`src/rtl/pohPkg.sv`:
```
package pohPkg;
  localparam int EVT_W = 4;

  // Per-port strobes from datapath to control; n1Chg is bit 0.
  typedef struct packed {
    logic plm;
    logic uneq;
    logic k3Chg;
    logic n1Chg;
  } pohEvt_t;

  typedef enum logic [1:0] {
    REG_STAT = 2'd0,
    REG_MASK = 2'd1,
    REG_N1   = 2'd2,
    REG_K3   = 2'd3
  } pohReg_e;
endpackage

```
`src/rtl/pohPersistFilter.sv`:
```
module pohPersistFilter #(
  parameter int BYTE_W = 8,
  parameter int CNT_W  = 4
) (
  input  logic              clk,
  input  logic              rstN,
  input  logic              strb,
  input  logic [BYTE_W-1:0] inByte,
  input  logic [CNT_W-1:0]  thrCfg,
  output logic [BYTE_W-1:0] monVal,
  output logic              chg
);
  logic [BYTE_W-1:0] cand;
  logic [CNT_W-1:0]  runCnt;
  logic [CNT_W-1:0]  nextCnt;
  logic [CNT_W-1:0]  thr;

  always_comb begin
    thr = (thrCfg == '0) ? CNT_W'(1) : thrCfg;
    if (inByte == cand) begin
      nextCnt = (runCnt == '1) ? runCnt : runCnt + CNT_W'(1);
    end else begin
      nextCnt = CNT_W'(1);
    end
    chg = strb && (nextCnt >= thr) && (inByte != monVal);
  end

  always_ff @(posedge clk or negedge rstN) begin
    if (!rstN) begin
      cand   <= '0;
      runCnt <= '0;
      monVal <= '0;
    end else if (strb) begin
      cand   <= inByte;
      runCnt <= nextCnt;
      if (chg) monVal <= inByte;
    end
  end
endmodule

```
`src/rtl/pohDatapath.sv`:
```
module pohDatapath
  import pohPkg::*;
#(
  parameter int NUM_PORTS = 3,
  parameter int BYTE_W    = 8,
  parameter int CNT_W     = 4
) (
  input  logic                              clk,
  input  logic                              rstN,
  input  logic [CNT_W-1:0]                  cntN1,
  input  logic [CNT_W-1:0]                  cntK3,
  input  logic [NUM_PORTS-1:0][BYTE_W-1:0]  c2Exp,
  input  logic [NUM_PORTS-1:0]              c2Strb,
  input  logic [NUM_PORTS-1:0][BYTE_W-1:0]  c2Byte,
  input  logic [NUM_PORTS-1:0]              n1Strb,
  input  logic [NUM_PORTS-1:0][BYTE_W-1:0]  n1Byte,
  input  logic [NUM_PORTS-1:0]              k3Strb,
  input  logic [NUM_PORTS-1:0][BYTE_W-1:0]  k3Byte,
  output logic [NUM_PORTS-1:0][BYTE_W-1:0]  n1Mon,
  output logic [NUM_PORTS-1:0][BYTE_W-1:0]  k3Mon,
  output pohEvt_t [NUM_PORTS-1:0]           evt
);
  for (genvar p = 0; p < NUM_PORTS; p++) begin : g_port
    logic n1Chg;
    logic k3Chg;

    pohPersistFilter #(.BYTE_W(BYTE_W), .CNT_W(CNT_W)) u_n1Filt (
      .clk(clk), .rstN(rstN), .strb(n1Strb[p]), .inByte(n1Byte[p]),
      .thrCfg(cntN1), .monVal(n1Mon[p]), .chg(n1Chg)
    );

    pohPersistFilter #(.BYTE_W(BYTE_W), .CNT_W(CNT_W)) u_k3Filt (
      .clk(clk), .rstN(rstN), .strb(k3Strb[p]), .inByte(k3Byte[p]),
      .thrCfg(cntK3), .monVal(k3Mon[p]), .chg(k3Chg)
    );

    always_comb begin
      evt[p].n1Chg = n1Chg;
      evt[p].k3Chg = k3Chg;
      evt[p].uneq  = c2Strb[p] && (c2Byte[p] == '0);
      evt[p].plm   = c2Strb[p] && (c2Byte[p] != c2Exp[p]);
    end
  end
endmodule

```
`src/rtl/pohIntCtrl.sv`:
```
module pohIntCtrl
  import pohPkg::*;
#(
  parameter int NUM_PORTS = 3,
  parameter int BYTE_W    = 8,
  localparam int DATA_W   = NUM_PORTS * BYTE_W,
  localparam int ST_W     = NUM_PORTS * EVT_W
) (
  input  logic                              clk,
  input  logic                              rstN,
  input  pohEvt_t [NUM_PORTS-1:0]           evt,
  input  logic                              hoMode,
  input  logic                              corMode,
  input  logic [1:0]                        regAddr,
  input  logic                              regRd,
  input  logic                              regWr,
  input  logic [DATA_W-1:0]                 regWdata,
  input  logic [NUM_PORTS-1:0][BYTE_W-1:0]  n1Raw,
  input  logic [NUM_PORTS-1:0][BYTE_W-1:0]  k3Raw,
  output logic [NUM_PORTS-1:0][BYTE_W-1:0]  n1Vis,
  output logic [NUM_PORTS-1:0][BYTE_W-1:0]  k3Vis,
  output logic [ST_W-1:0]                   statusVis,
  output logic                              irq,
  output logic [DATA_W-1:0]                 regRdata
);
  logic [ST_W-1:0]      status;
  logic [ST_W-1:0]      maskReg;
  logic [ST_W-1:0]      setVec;
  logic [ST_W-1:0]      clrVec;
  logic [ST_W-1:0]      visMask;
  logic [NUM_PORTS-1:0] portOn;
  logic                 statSel;

  for (genvar p = 0; p < NUM_PORTS; p++) begin : g_vis
    assign portOn[p] = (p == 0) || !hoMode;
    assign visMask[p*EVT_W +: EVT_W] = {EVT_W{portOn[p]}};
    assign setVec[p*EVT_W +: EVT_W]  = portOn[p] ? evt[p] : '0;
    assign n1Vis[p] = portOn[p] ? n1Raw[p] : '0;
    assign k3Vis[p] = portOn[p] ? k3Raw[p] : '0;
  end

  assign statSel = (regAddr == REG_STAT);

  always_comb begin
    clrVec = '0;
    if (regRd && statSel && corMode) clrVec = '1;
    if (regWr && statSel && !corMode) clrVec = regWdata[ST_W-1:0];
  end

  assign statusVis = status & visMask;
  assign irq = |(statusVis & ~maskReg);

  always_ff @(posedge clk or negedge rstN) begin
    if (!rstN) begin
      status   <= '0;
      maskReg  <= '1;
      regRdata <= '0;
    end else begin
      status <= (status & ~clrVec) | setVec;
      if (regWr && (regAddr == REG_MASK)) maskReg <= regWdata[ST_W-1:0];
      if (regRd) begin
        unique case (regAddr)
          REG_STAT: regRdata <= {{(DATA_W-ST_W){1'b0}}, statusVis};
          REG_MASK: regRdata <= {{(DATA_W-ST_W){1'b0}}, maskReg};
          REG_N1:   regRdata <= n1Vis;
          default:  regRdata <= k3Vis;
        endcase
      end
    end
  end
endmodule

```
`src/rtl/pohByteMonitor.sv`:
```
module pohByteMonitor
  import pohPkg::*;
#(
  parameter int NUM_PORTS = 3,
  parameter int BYTE_W    = 8,
  parameter int CNT_W     = 4,
  localparam int DATA_W   = NUM_PORTS * BYTE_W,
  localparam int ST_W     = NUM_PORTS * EVT_W
) (
  input  logic                              clk,
  input  logic                              rstN,
  input  logic                              hoMode,
  input  logic                              corMode,
  input  logic [CNT_W-1:0]                  cntN1,
  input  logic [CNT_W-1:0]                  cntK3,
  input  logic [NUM_PORTS-1:0][BYTE_W-1:0]  c2Exp,
  input  logic [NUM_PORTS-1:0]              c2Strb,
  input  logic [NUM_PORTS-1:0][BYTE_W-1:0]  c2Byte,
  input  logic [NUM_PORTS-1:0]              n1Strb,
  input  logic [NUM_PORTS-1:0][BYTE_W-1:0]  n1Byte,
  input  logic [NUM_PORTS-1:0]              k3Strb,
  input  logic [NUM_PORTS-1:0][BYTE_W-1:0]  k3Byte,
  input  logic [1:0]                        regAddr,
  input  logic                              regRd,
  input  logic                              regWr,
  input  logic [DATA_W-1:0]                 regWdata,
  output logic [DATA_W-1:0]                 regRdata,
  output logic [NUM_PORTS-1:0][BYTE_W-1:0]  n1Mon,
  output logic [NUM_PORTS-1:0][BYTE_W-1:0]  k3Mon,
  output logic [ST_W-1:0]                   statusBits,
  output logic                              irq
);
  pohEvt_t [NUM_PORTS-1:0]          evt;
  logic [NUM_PORTS-1:0][BYTE_W-1:0] n1Raw;
  logic [NUM_PORTS-1:0][BYTE_W-1:0] k3Raw;

  pohDatapath #(.NUM_PORTS(NUM_PORTS), .BYTE_W(BYTE_W), .CNT_W(CNT_W)) u_dp (
    .clk(clk), .rstN(rstN), .cntN1(cntN1), .cntK3(cntK3), .c2Exp(c2Exp),
    .c2Strb(c2Strb), .c2Byte(c2Byte), .n1Strb(n1Strb), .n1Byte(n1Byte),
    .k3Strb(k3Strb), .k3Byte(k3Byte), .n1Mon(n1Raw), .k3Mon(k3Raw), .evt(evt)
  );

  pohIntCtrl #(.NUM_PORTS(NUM_PORTS), .BYTE_W(BYTE_W)) u_ctrl (
    .clk(clk), .rstN(rstN), .evt(evt), .hoMode(hoMode), .corMode(corMode),
    .regAddr(regAddr), .regRd(regRd), .regWr(regWr), .regWdata(regWdata),
    .n1Raw(n1Raw), .k3Raw(k3Raw), .n1Vis(n1Mon), .k3Vis(k3Mon),
    .statusVis(statusBits), .irq(irq), .regRdata(regRdata)
  );
endmodule

```
`config.mk`:
```
export PLATFORM = sky130hd
export DESIGN_NAME = pohByteMonitor
export DESIGN_NICKNAME = d
export VERILOG_FILES = /design/src/rtl/pohPkg.sv /design/src/rtl/pohPersistFilter.sv /design/src/rtl/pohDatapath.sv /design/src/rtl/pohIntCtrl.sv /design/src/rtl/pohByteMonitor.sv
export SDC_FILE = /design/constraint.sdc
export NUM_CORES = 1
export LEC_CHECK = 0
export BUFFER_PORTS_ARGS = -buffer_cell sky130_fd_sc_hd__buf_2
export CAP_MARGIN = 25
export CELL_PAD_IN_SITES_DETAIL_PLACEMENT = 1
export CELL_PAD_IN_SITES_GLOBAL_PLACEMENT = 1
export CORE_ASPECT_RATIO = 1.1
export CORE_MARGIN = 2
export CORE_UTILIZATION = 42
export DETAILED_ROUTE_END_ITERATION = 8
export PLACE_DENSITY = 0.89
export SLEW_MARGIN = 20
export SYNTH_ARGS = -nofsm -noshare
export SYNTH_HDL_FRONTEND = slang
export SYNTH_SLANG_ARGS = --single-unit
```
`constraint.sdc`:
```
create_clock -name clk -period 3.2 [get_ports clk]
set_input_delay 0.64 -clock clk [delete_from_list [all_inputs] [get_ports clk]]
set_output_delay 0.64 -clock clk [all_outputs]
set_load 0.02 [all_outputs]
```
=== Word level (Yosys, flattened, before mapping) ===
Index checks and enable logic that the tools add are counted.
Widths: inputs -> output; s select.

* Memory bits (writable): 0
* Register bits after elaboration: 168
* Input bits: 145
* ROM bits: 0
* Bits in latches: 0
* Output and inout port bits: 85
* Memories kept: 0
* Logic and storage cells: 123

* $lt $le $gt $ge: 6
* Div/mod/pow operators: 0
* Add/subtract/negate cells: 6
* Mux-type cells: 23
* $mul: 0
* Reduce and logical (&&, ||, !) cells: 38
* Shift operators: 0
* Equality and inequality tests: 23
* Bitwise logic cells: 6

{| class="wikitable"
|+ Operators by type and width
! cell !! count
|-
| $ne 8x8->1 || 9
|-
| $pmux 24 s3 || 1
|-
| $mux 4 || 16
|-
| $eq 8x8->1 || 6
|-
| $and 12x12->12 || 3
|-
| $mux 8 || 4
|-
| $add 4x1->4 const B || 6
|-
| $eq 4x4->1 const B || 6
|-
| $ge 4x4->1 || 6
|-
| $logic_not 8->1 || 3
|-
| $mux 12 || 2
|-
| $not 12->12 || 2
|-
| $logic_and 1x1->1 || 23
|-
| $or 12x12->12 || 1
|-
| $reduce_and 2->1 || 6
|-
| $reduce_or 12->1 || 1
|-
| $logic_not 4->1 || 2
|-
| $eq 2x1->1 const B || 1
|-
| $eq 2x2->1 const B || 1
|-
| $logic_not 1->1 || 2
|-
| $logic_not 2->1 || 1
|}

=== Longest topological paths before layout ===
Gate-level depths: netlist (run 1).

* Depth after elaboration: 8
* Depth in mapped cells: 9
* Mapped depth without buffers: 9

=== By module ===
A second synthesis (run 1) with hierarchy kept.

* Cell total of the unflattened synthesis: 939
* Area total of the unflattened synthesis: 10,073.4 um2

{| class="wikitable"
|+ Modules (own cells, without submodules)
! module !! area an instance (um2) !! sequential area each (um2) !! times used !! cells each
|-
| pohPersistFilter || 1,123.6 || 500.5 || 6 || 97
|-
| pohIntCtrl || 2,935.3 || 1,216.2 || 1 || 308
|-
| pohDatapath || 396.6 || 0.0 || 1 || 49
|}

=== Least setup slack after synthesis (run 1) ===
No wires, ideal clock.

* Path kind: input to register
* Start point: input n1Byte[17] in the netlist's numbering
* End point: register u_dp.g_port[2].u_n1Filt.monVal[0]
* Arrival: 2.834 ns
* Buffers on the path: 0
* Setup slack: 0.241 ns
* Stages on the path: 9
* Cell sequence: xor2_1 nor4_1 nand2_1 nor2_1 ha_1 nand2b_1 a2111oi_1 a211oi_4 mux2_2

* Cells in the longest elaborated chain, start to end: 6
* Elaborated cells between the ends (all ways): 7
* Those cells by class: 1 x order compare; 2 x eq/ne; 1 x mux; 3 x reduce/logical

{| class="wikitable"
|+ RTL lines
! what !! RTL line !! text
|-
| from (decl) || pohByteMonitor.sv:20 || <nowiki>input logic [NUM_PORTS-1:0][BYTE_W-1:0] n1Byte,</nowiki>
|-
| $eq 8x8->1 || pohPersistFilter.sv:20 || <nowiki>if (inByte == cand) begin</nowiki>
|-
| $mux 4 || pohPersistFilter.sv:20 ||
|-
| $ge 4x4->1 || pohPersistFilter.sv:25 || <nowiki>chg = strb && (nextCnt >= thr) && (inByte != monVal);</nowiki>
|-
| $logic_and 1x1->1 || pohPersistFilter.sv:25 ||
|-
| $logic_and 1x1->1 * || pohPersistFilter.sv:25 ||
|-
| $reduce_and 2->1 (no line) * || n/a ||
|-
| to (signal assigned) || pohPersistFilter.sv:36 || <nowiki>if (chg) monVal <= inByte;</nowiki>
|-
| to (decl) || pohPersistFilter.sv:10 || <nowiki>output logic [BYTE_W-1:0] monVal,</nowiki>
|}

Mark *: on every way between the ends. The rest lies on a longest branch, timed or not.
A chain may end at the register's enable or synchronous reset.

=== Worst setup path in the final report (run 1) ===
* Start point: register u_dp.g_port[2].u_n1Filt.cand[1]
* End point: register u_dp.g_port[2].u_n1Filt.monVal[4]

* Cells in the longest elaborated chain, start to end: 6

{| class="wikitable"
|+ RTL lines
! what !! RTL line !! text
|-
| from (decl) || pohPersistFilter.sv:13 || <nowiki>logic [BYTE_W-1:0] cand;</nowiki>
|-
| from (signal assigned) || pohPersistFilter.sv:34 || <nowiki>cand <= inByte;</nowiki>
|-
| $eq 8x8->1 || pohPersistFilter.sv:20 ||
|-
| $mux 4 || pohPersistFilter.sv:20 ||
|-
| $ge 4x4->1 || pohPersistFilter.sv:25 ||
|-
| $logic_and 1x1->1 (2 in series) || pohPersistFilter.sv:25 ||
|-
| $reduce_and 2->1 (no line) || n/a ||
|}

No other way between the ends.

==> impl_metrics.py, run 1 <==
metrics = {
    "power": {
        "internal_power_mw": 4.47,
        "total_leakage_power_nw": 5.33,
        "switching_share_pct": 32.0,
        "seq_power_share_pct": 43.0,
        "powerDensity_nw_per_um2": 557,
        "p_clk_share_pct": 33.4,
        "max-vdd-ir-drop_uv": 347,
        "switchingPower_mw": 2.11,
        "power_frac_comb_pct": 23.6,
    },
    "grt": {
        "grtUsageTotal_pct": 23.5,
        "grtUsageMet2_pct": 43.3,
        "use_met3_pct": 4.75,
        "first_global_vias": 8409,
        "grt_max_degree": 75,
        "grt_remaining_overflow": 0,
        "busiest_layer": "met2",
        "met1_usage_pct": 27.5,
        "antenna_found_initial": 1,
        "grt_first_pass_wirelength_mm": 44.2,
    },
    "worst_hold_path": {
        "min_path_type": "input pin to async pin",
    },
    "route": {
        "drc": 0,
        "drtIter0Drc": 283,
        "routed_via_density": 5.42,
        "dr.pass1.iters": 6,
        "postRouteAntennaNets": 0,
        "routed_wl_mm": 28.2,
        "num_vias": 7690,
        "wire_per_inst_um": 19.9,
    },
    "timing": {
        "rsz0062_at_grt": "no",
        "hold_violations": 0,
        "fin_worst_skew_ns": 0.0127,
        "fmax_mhz": 336,
        "relSlewSlack_pct": 51.4,
        "setup_viol": 0,
        "fin_crit_sh_pct": 93.0,
        "drv_slew": 0,
        "tightest_slew_ns": 0.724,
        "period_needed_ns": 2.98,
    },
    "die": {
        "die_w_um": 149,
        "num_rows": 58,
        "io_pins": 230,
        "start_util_pct": 42.5,
        "die_h_um": 163,
        "coreArea_um2": 22700,
        "dieArea_um2": 24200,
    },
    "clock_tree": {
        "clock_latency_ns": 0.43,
        "postCtsSetupBuffers": 0,
        "cts_buffers": 17,
        "tritoncts": "built",
        "cts_max_level": 4,
        "cts.repair.resized": 0,
        "clock_sinks": 168,
        "clockRootBuffer": "clkbuf_16",
        "clk_pin_slew_ns": 0.07,
        "cts_hold_buf": 0,
        "cts_buffer_depth": 2,
    },
    "worst_setup_path": {
        "cp.arrival_ns": 3.29,
        "cp_max_fo": 9,
        "cp.required_ns": 3.51,
        "r2r_cells": 11,
        "startpoint_type": "flip-flop",
        "reg2reg_to": "u_dp.g_port[2].u_n1Filt.monVal[4]",
        "setup.worst_path.end_class": "flip-flop",
        "ff2ff_setup_slack_ns": 0.22,
        "worstSetupPathType": "flip-flop to flip-flop",
        "r2r_start": "u_dp.g_port[2].u_n1Filt.cand[1]",
    },
    "cells_and_area": {
        "multiInputGateArea_um2": 5160,
        "final_util_pct": 52.0,
        "drive_gt1_share_pct": 38.0,
        "syn_to_final_growth_pct": 22.3,
        "num-fill-cells": 2540,
        "num-nets-final": 1279,
        "seqCellArea_um2": 4220,
        "fin_cells": 1418,
    },
    "synthesis": {
        "ys_warn_count": 0,
        "synthCells": 873,
        "ys_seq_elements": 168,
        "synth_edf_count": 0,
        "synth_area_um2": 9660,
        "syn-num-nets": 1048,
        "avgSynthCellArea_um2": 11.1,
        "ys_seq_area_share_pct": 43.7,
        "ys_async_sr_fraction_pct": 100,
        "netlist-cell-type-count": 43,
        "yosys_most_used_dff": "dfrtp_1",
    },
    "placement": {
        "gp_congestion": 0.798,
        "dp.final_hpwl_mm": 21.5,
        "place_inst": 1385,
        "port-buffer-count": 217,
    },
    "run_status": {
        "status": "finished, final reports clean",
    },
    "job": {
        "drv_cap": 0,
    },
}
## metal layers
| layer | vias up | routed length (um) |
|---|---|---|
| li1 | 3579 | - |
| met1 | 3835 | 11500 |
| met2 | 239 | 14600 |
| met3 | 37 | 1620 |
| met4 | 0 | 513 |
| met5 | - | 0 |
## flip-flops by register name, indices dropped and copies added (netlist names)
signal and flops:
u_ctrl.status 12, u_dp.g_port.u_k3Filt.cand 24, u_dp.g_port.u_k3Filt.runCnt 12, u_dp.g_port.u_n1Filt.monVal 24, u_dp.g_port.u_n1Filt.runCnt 12, u_ctrl.maskReg 12, u_dp.g_port.u_k3Filt.monVal 24, u_dp.g_port.u_n1Filt.cand 24
u_ctrl.regRdata 24
## power groups by stage
| stage | registers (mW) | clock network (mW) | logic, mW |
|---|---|---|---|
| after floorplan | 2.78 | 0 | 1.01 |
| after global placement | 2.84 | 0 | 1.49 |
| after detailed placement | 2.86 | 0 | 1.55 |
| after CTS | 2.83 | 2.24 | 1.57 |
| after global routing | 2.87 | 2.31 | 1.69 |
| final | 2.82 | 2.20 | 1.55 |
## critical path, stage by stage, from the launching register on
cell and delay (ns):
dfrtp_1 0.39, xor2_1 0.16, nor4_1 0.33, buf_4 0.18, nand2_1 0.09, nor2_1 0.13
ha_1 0.23, nand2b_1 0.14, a2111oi_1 0.58, buf_4 0.22, a211oi_4 0.08, mux2_2 0.33
## cell usage after synthesis (2+ instances only)
master,n,area share (%)
nand3_1,26,1.3
mux2_2,108,13
and3_1,7,0.45
ha_1,30,3.9
nand4_1,8,0.52
inv_1,12,0.47
o22ai_1,2,0.13
a21oi_1,40,2.1
a2111oi_0,2,0.18
dfrtp_1,156,40
buf_2,4,0.21
a22o_1,6,0.54
nand2b_1,6,0.39
a211oi_4,5,1.0
mux4_2,8,1.9
buf_4,20,1.6
xor2_1,94,8.5
a31o_1,2,0.18
nor4_1,27,1.7
dfstp_2,12,3.3
a22oi_1,16,1.2
a31o_2,2,0.18
o21ai_1,7,0.36
nor2_1,61,2.4
nor2b_1,49,3.2
mux2i_1,10,1.0
a2111oi_1,5,0.52
clkbuf_1,19,0.74
mux2_1,8,0.93
o21a_1,5,0.39
o21ai_0,24,1.2
a32o_1,4,0.41
nand3b_1,7,0.54
nand2_1,36,1.4
xnor2_1,32,2.9
o211ai_1,6,0.47
## worst max path at each step
stage                                         to                            start  cells past startpoint
6_report       u_dp.g_port[2].u_n1Filt.monVal[4]  u_dp.g_port[2].u_n1Filt.cand[1]                     11
2_1_floorplan  u_dp.g_port[2].u_n1Filt.monVal[0]                       n1Byte[17]                      9
3_3_place_gp   u_dp.g_port[1].u_k3Filt.monVal[2]                        k3Byte[8]                     10
4_1_cts        u_dp.g_port[1].u_k3Filt.monVal[6]  u_dp.g_port[1].u_k3Filt.cand[1]                     10
5_1_grt        u_dp.g_port[1].u_k3Filt.monVal[6]  u_dp.g_port[1].u_k3Filt.cand[1]                      9
3_5_place_dp   u_dp.g_port[1].u_k3Filt.monVal[6]                        k3Byte[8]                     11
## metrics by stage
step | hold slack [ns] | instance area, um2 | setup WS [ns] | setup TNS [ns] | power, mW
final | 0.170 | 11800 | 0.223 | 0 | 6.57
after global routing | 0.209 | 11800 | 0.0595 | 0 | 6.88
after CTS | 0.191 | 11800 | 0.232 | 0 | 6.64
after detailed placement | 0.486 | 11200 | -0.108 | -2.30 | 4.42
after global placement | 0.478 | 11200 | -0.0430 | -0.523 | 4.33
after floorplan | 0.344 | 9660 | 0.241 | 0 | 3.79
## layout by cell type, fill, tap and decap left out, types with 4 or more instances in the layout
master / Yosys / final
o211ai_1: 6 / 6
a211oi_4: 5 / 5
o21ai_1: 7 / 7
ha_1: 30 / 30
nand4_1: 8 / 8
nor2_1: 61 / 61
a32o_1: 4 / 4
o21ai_0: 24 / 24
inv_1: 12 / 12
nand3b_1: 7 / 7
and3_1: 7 / 7
a2111oi_1: 5 / 5
nor4_1: 27 / 27
xnor2_1: 32 / 32
mux2_1: 8 / 8
xor2_1: 94 / 94
mux2_2: 108 / 108
nor2b_1: 49 / 49
o21a_1: 5 / 5
mux4_2: 8 / 8
nand2_1: 36 / 36
a21oi_1: 40 / 40
dfrtp_1: 156 / 156
nand3_1: 26 / 26
buf_2: 4 / 216
clkbuf_16: 0 / 17
a22oi_1: 16 / 16
dfstp_2: 12 / 12
mux2i_1: 10 / 10
a22o_1: 6 / 6
buf_4: 20 / 37
nand2b_1: 6 / 6
## final cells by class
type | count | share of cell area [%]
clock buffer | 20 | 3.87
antenna | 1 | 0.0212
timing repair buffer | 255 | 11.8
clock inverter | 12 | 1.39
tap | 300 | 3.18
multi-input combinational | 649 | 43.7
inverter | 13 | 0.413
sequential | 168 | 35.7
## logic make-up (layout without fill, tap and decap cells)
family                   Yosys count  in the layout  synth area share (%)
multiplexers                     134            134                  16.4
AO/OA/AOI/OAI                    128            128                  9.21
other                              0              1                     0
AND/OR/NAND/NOR                  231            231                  12.4
XOR/XNOR                         126            126                  11.4
buffers and inverters             56            300                  3.00
flip-flops                       168            168                  43.7
adder cells (fa/ha/maj)           30             30                  3.89
Note: power is estimated with default switching activity, not from simulation.
==> inputs of run 2 (changes only) <==
BUFFER_PORTS_ARGS = -buffer_cell sky130_fd_sc_hd__buf_4   (was -buffer_cell sky130_fd_sc_hd__buf_2)
CORE_UTILIZATION = 35   (was 42)
PLACE_DENSITY = 0.78   (was 0.89)
SYNTH_HIERARCHICAL = 1   (was not set)
==> run 2 against run 1 <==
  * Non-clock buffer count shrank 11
  * Final area grew 6.8%
  * Flip-flop and latch count is the same
  * Clock power shrank 7%
  * Setup slack gained 0.14 ns
  * Routed wire length grew 1.0%
  * Power grew 0.23%
  * Register-to-register slack gained 0.14 ns
  * Combinational power grew 14%
  * Maximum frequency grew 5.0%
  * Critical endpoint is now u_dp/g_port[0].u_n1Filt/monVal[7]
  * Largest power group unchanged
==> impl_metrics.py, run 2 <==
metrics = {
    "clock_tree": {
        "cts_buffer_depth": 2,
        "cts_hold_buf": 0,
        "cts_max_level": 4,
        "tritoncts": "built",
        "cts.repair.resized": 0,
        "postCtsSetupBuffers": 0,
        "clk_pin_slew_ns": 0.07,
        "clockRootBuffer": "clkbuf_16",
        "clock_sinks": 168,
        "clock_latency_ns": 0.43,
        "cts_buffers": 17,
    },
    "route": {
        "routed_via_density": 5.10,
        "dr.pass1.iters": 4,
        "drc": 0,
        "drtIter0Drc": 243,
        "routed_wl_mm": 28.5,
        "num_vias": 7801,
        "postRouteAntennaNets": 0,
        "wire_per_inst_um": 18.6,
    },
    "timing": {
        "fmax_mhz": 353,
        "setup_viol": 0,
        "period_needed_ns": 2.83,
        "rsz0062_at_grt": "no",
        "fin_crit_sh_pct": 88.6,
        "hold_violations": 0,
        "fin_worst_skew_ns": 0.0125,
        "tightest_slew_ns": 0.891,
        "drv_slew": 0,
        "fin_setup_tns_ns": 0,
        "relSlewSlack_pct": 40.4,
        "hold_slack_ns": 0.0749,
    },
    "run_status": {
        "status": "finished, final reports clean",
    },
    "synthesis": {
        "synth_top_cell_area_share_pct": 38.8,
        "yosys.area.top_type": "dfrtp_1",
        "yosys_most_used_dff": "dfrtp_1",
        "synth_common_cells": "dfrtp_1, mux2_2, xor2_1",
        "netlist-cell-type-count": 40,
        "avgSynthCellArea_um2": 10.7,
        "ys_async_sr_fraction_pct": 100,
        "ys_warn_count": 6,
        "ys_seq_area_share_pct": 41.9,
        "synth.area.top_cells": "dfrtp_1, mux2_2, xor2_1",
        "synth_edf_count": 0,
        "yosysMostFrequentCell": "dfrtp_1",
        "synth_area_um2": 10100,
        "ys_seq_elements": 168,
        "synthCells": 939,
        "syn-num-nets": 1114,
    },
    "cells_and_area": {
        "syn_to_final_growth_pct": 25.3,
        "num_antenna_cells": 0,
        "drive_gt1_share_pct": 38.0,
        "num-nets-final": 1324,
        "multiInputGateArea_um2": 5280,
        "final_common_cell": "buf_4",
        "fin_cells": 1530,
        "seqCellArea_um2": 4220,
        "num-fill-cells": 3204,
        "final_cell_mix": "buf_4, dfrtp_1, mux2_2",
    },
    "power": {
        "max-vdd-ir-drop_uv": 280,
        "power.total_mw": 6.59,
        "powerDensity_nw_per_um2": 522,
        "total_leakage_power_nw": 5.58,
    },
    "grt": {
        "grt_first_pass_wirelength_mm": 45.9,
        "grt_remaining_overflow": 0,
        "grtUsageTotal_pct": 19.0,
        "grt_max_degree": 104,
        "antenna_found_initial": 0,
        "first_global_vias": 8408,
    },
    "worst_setup_path": {
        "cp.arrival_ns": 3.14,
        "cp_max_fo": 9,
        "setup.worst_path.end_class": "flip-flop",
        "ff2ff_setup_slack_ns": 0.37,
        "worstPathBufferInverterCount": 1,
        "worst-path-stages": 10,
        "startpoint": "u_dp/g_port[0].u_n1Filt/cand[1]",
        "worstSetupPathType": "flip-flop to flip-flop",
        "worstPathCellList": "xor2_1 > nor4_1 > buf_4 > nand2_1 > nor2_1 > ha_1 > nand2b_1 > a2111oi_2 > nor4_4 > mux2_2",
        "crit_end": "u_dp/g_port[0].u_n1Filt/monVal[7]",
        "slowest_delay_ns": 0.67,
        "r2r_cells": 10,
        "cp.required_ns": 3.51,
        "reg2reg_to": "u_dp/g_port[0].u_n1Filt/monVal[7]",
        "startpoint_type": "flip-flop",
        "critical-path-top-delay-family": "simple AND/OR/NAND/NOR gates",
        "cpMaxStageDelayCell": "nor4_4",
        "r2r_start": "u_dp/g_port[0].u_n1Filt/cand[1]",
    },
    "die": {
        "die_h_um": 182,
        "start_util_pct": 35.4,
        "die_w_um": 166,
        "num_rows": 65,
        "coreArea_um2": 28500,
        "dieArea_um2": 30200,
        "io_pins": 230,
    },
    "worst_hold_path": {
        "min_path_type": "input pin to async pin",
    },
    "placement": {
        "dp.final_hpwl_mm": 21.7,
        "gp_congestion": 0.826,
        "port-buffer-count": 217,
        "place_inst": 1498,
    },
    "job": {
        "drv_cap": 0,
    },
}
-- run 2: cell types whose count changed in the layout (fill, tap and decap cells not counted), moves of 12 or more --
cell,before,now
buf_2,216,0
buf_4,37,241
inv_1,12,58
o22ai_1,2,26
nor2b_1,49,32
a22oi_1,16,0
xnor2_1,32,48
xor2_1,94,78
mux2i_1,10,22
-- run 2: stage by stage --
step / setup slack, ns / instance area [um2] / util [%]
after floorplan: 0.322 / 10100 / -
after global placement: 0.0386 / 12000 / 42.3
after detailed placement: -0.000978 / 12000 / 42.3
after CTS: 0.357 / 12600 / 44.3
after global routing: 0.150 / 12600 / 44.3
final: 0.365 / 12600 / 44.3
-- run 2: cell type report --
class	count	share of cell area [%]
flip-flops and latches	168	33.4
clock inverters	13	1.07
clock buffers	19	3.51
multi-input cells	660	41.9
repair buffers	244	14.7
well taps	368	3.65
inverters	58	1.73
-- run 2: layer usage --
metal  routed length [um]  GRT usage [%]  vias to the layer above
met1                12100           23.5                     3877
met4                  535           5.25                        0
met5                    0              0                        -
met2                14300           33.1                      202
li1                     -              -                     3696
met3                 1590           4.42                       26
-- run 2: cell families (layout without fill, tap and decap cells) --
group                      Yosys count  after routing  share of synthesized area [%]
AOI/OAI and AO/OA                  134            134                           9.02
adders and majority gates           30             30                           3.73
DFF                                168            168                           41.9
xor gates and xnor gates           126            126                           11.0
and+or+nand+nor                    228            228                           12.7
buffers and inverters              111            334                           5.66
muxes                              142            142                           16.0
-- run 2: how the worst min path moves through the flow --
stage,depth (start not counted),endpoint,slack [ns],start
2_1_floorplan,0,u_ctrl/regRdata[0],0.34,rstN
3_3_place_gp,2,u_ctrl/status[9],0.48,u_ctrl/status[9]
3_5_place_dp,2,u_ctrl/status[9],0.49,u_ctrl/status[9]
4_1_cts,1,u_dp/g_port[0].u_n1Filt/monVal[4],0.06,rstN
5_1_grt,1,u_dp/g_port[0].u_n1Filt/monVal[4],0.07,rstN
6_report,1,u_dp/g_port[0].u_n1Filt/monVal[4],0.07,rstN
-- run 2: power by group --
group	switching [mW]	internal, mW
logic	0.869	0.887
clock network	0.938	1.12
registers	0.318	2.46
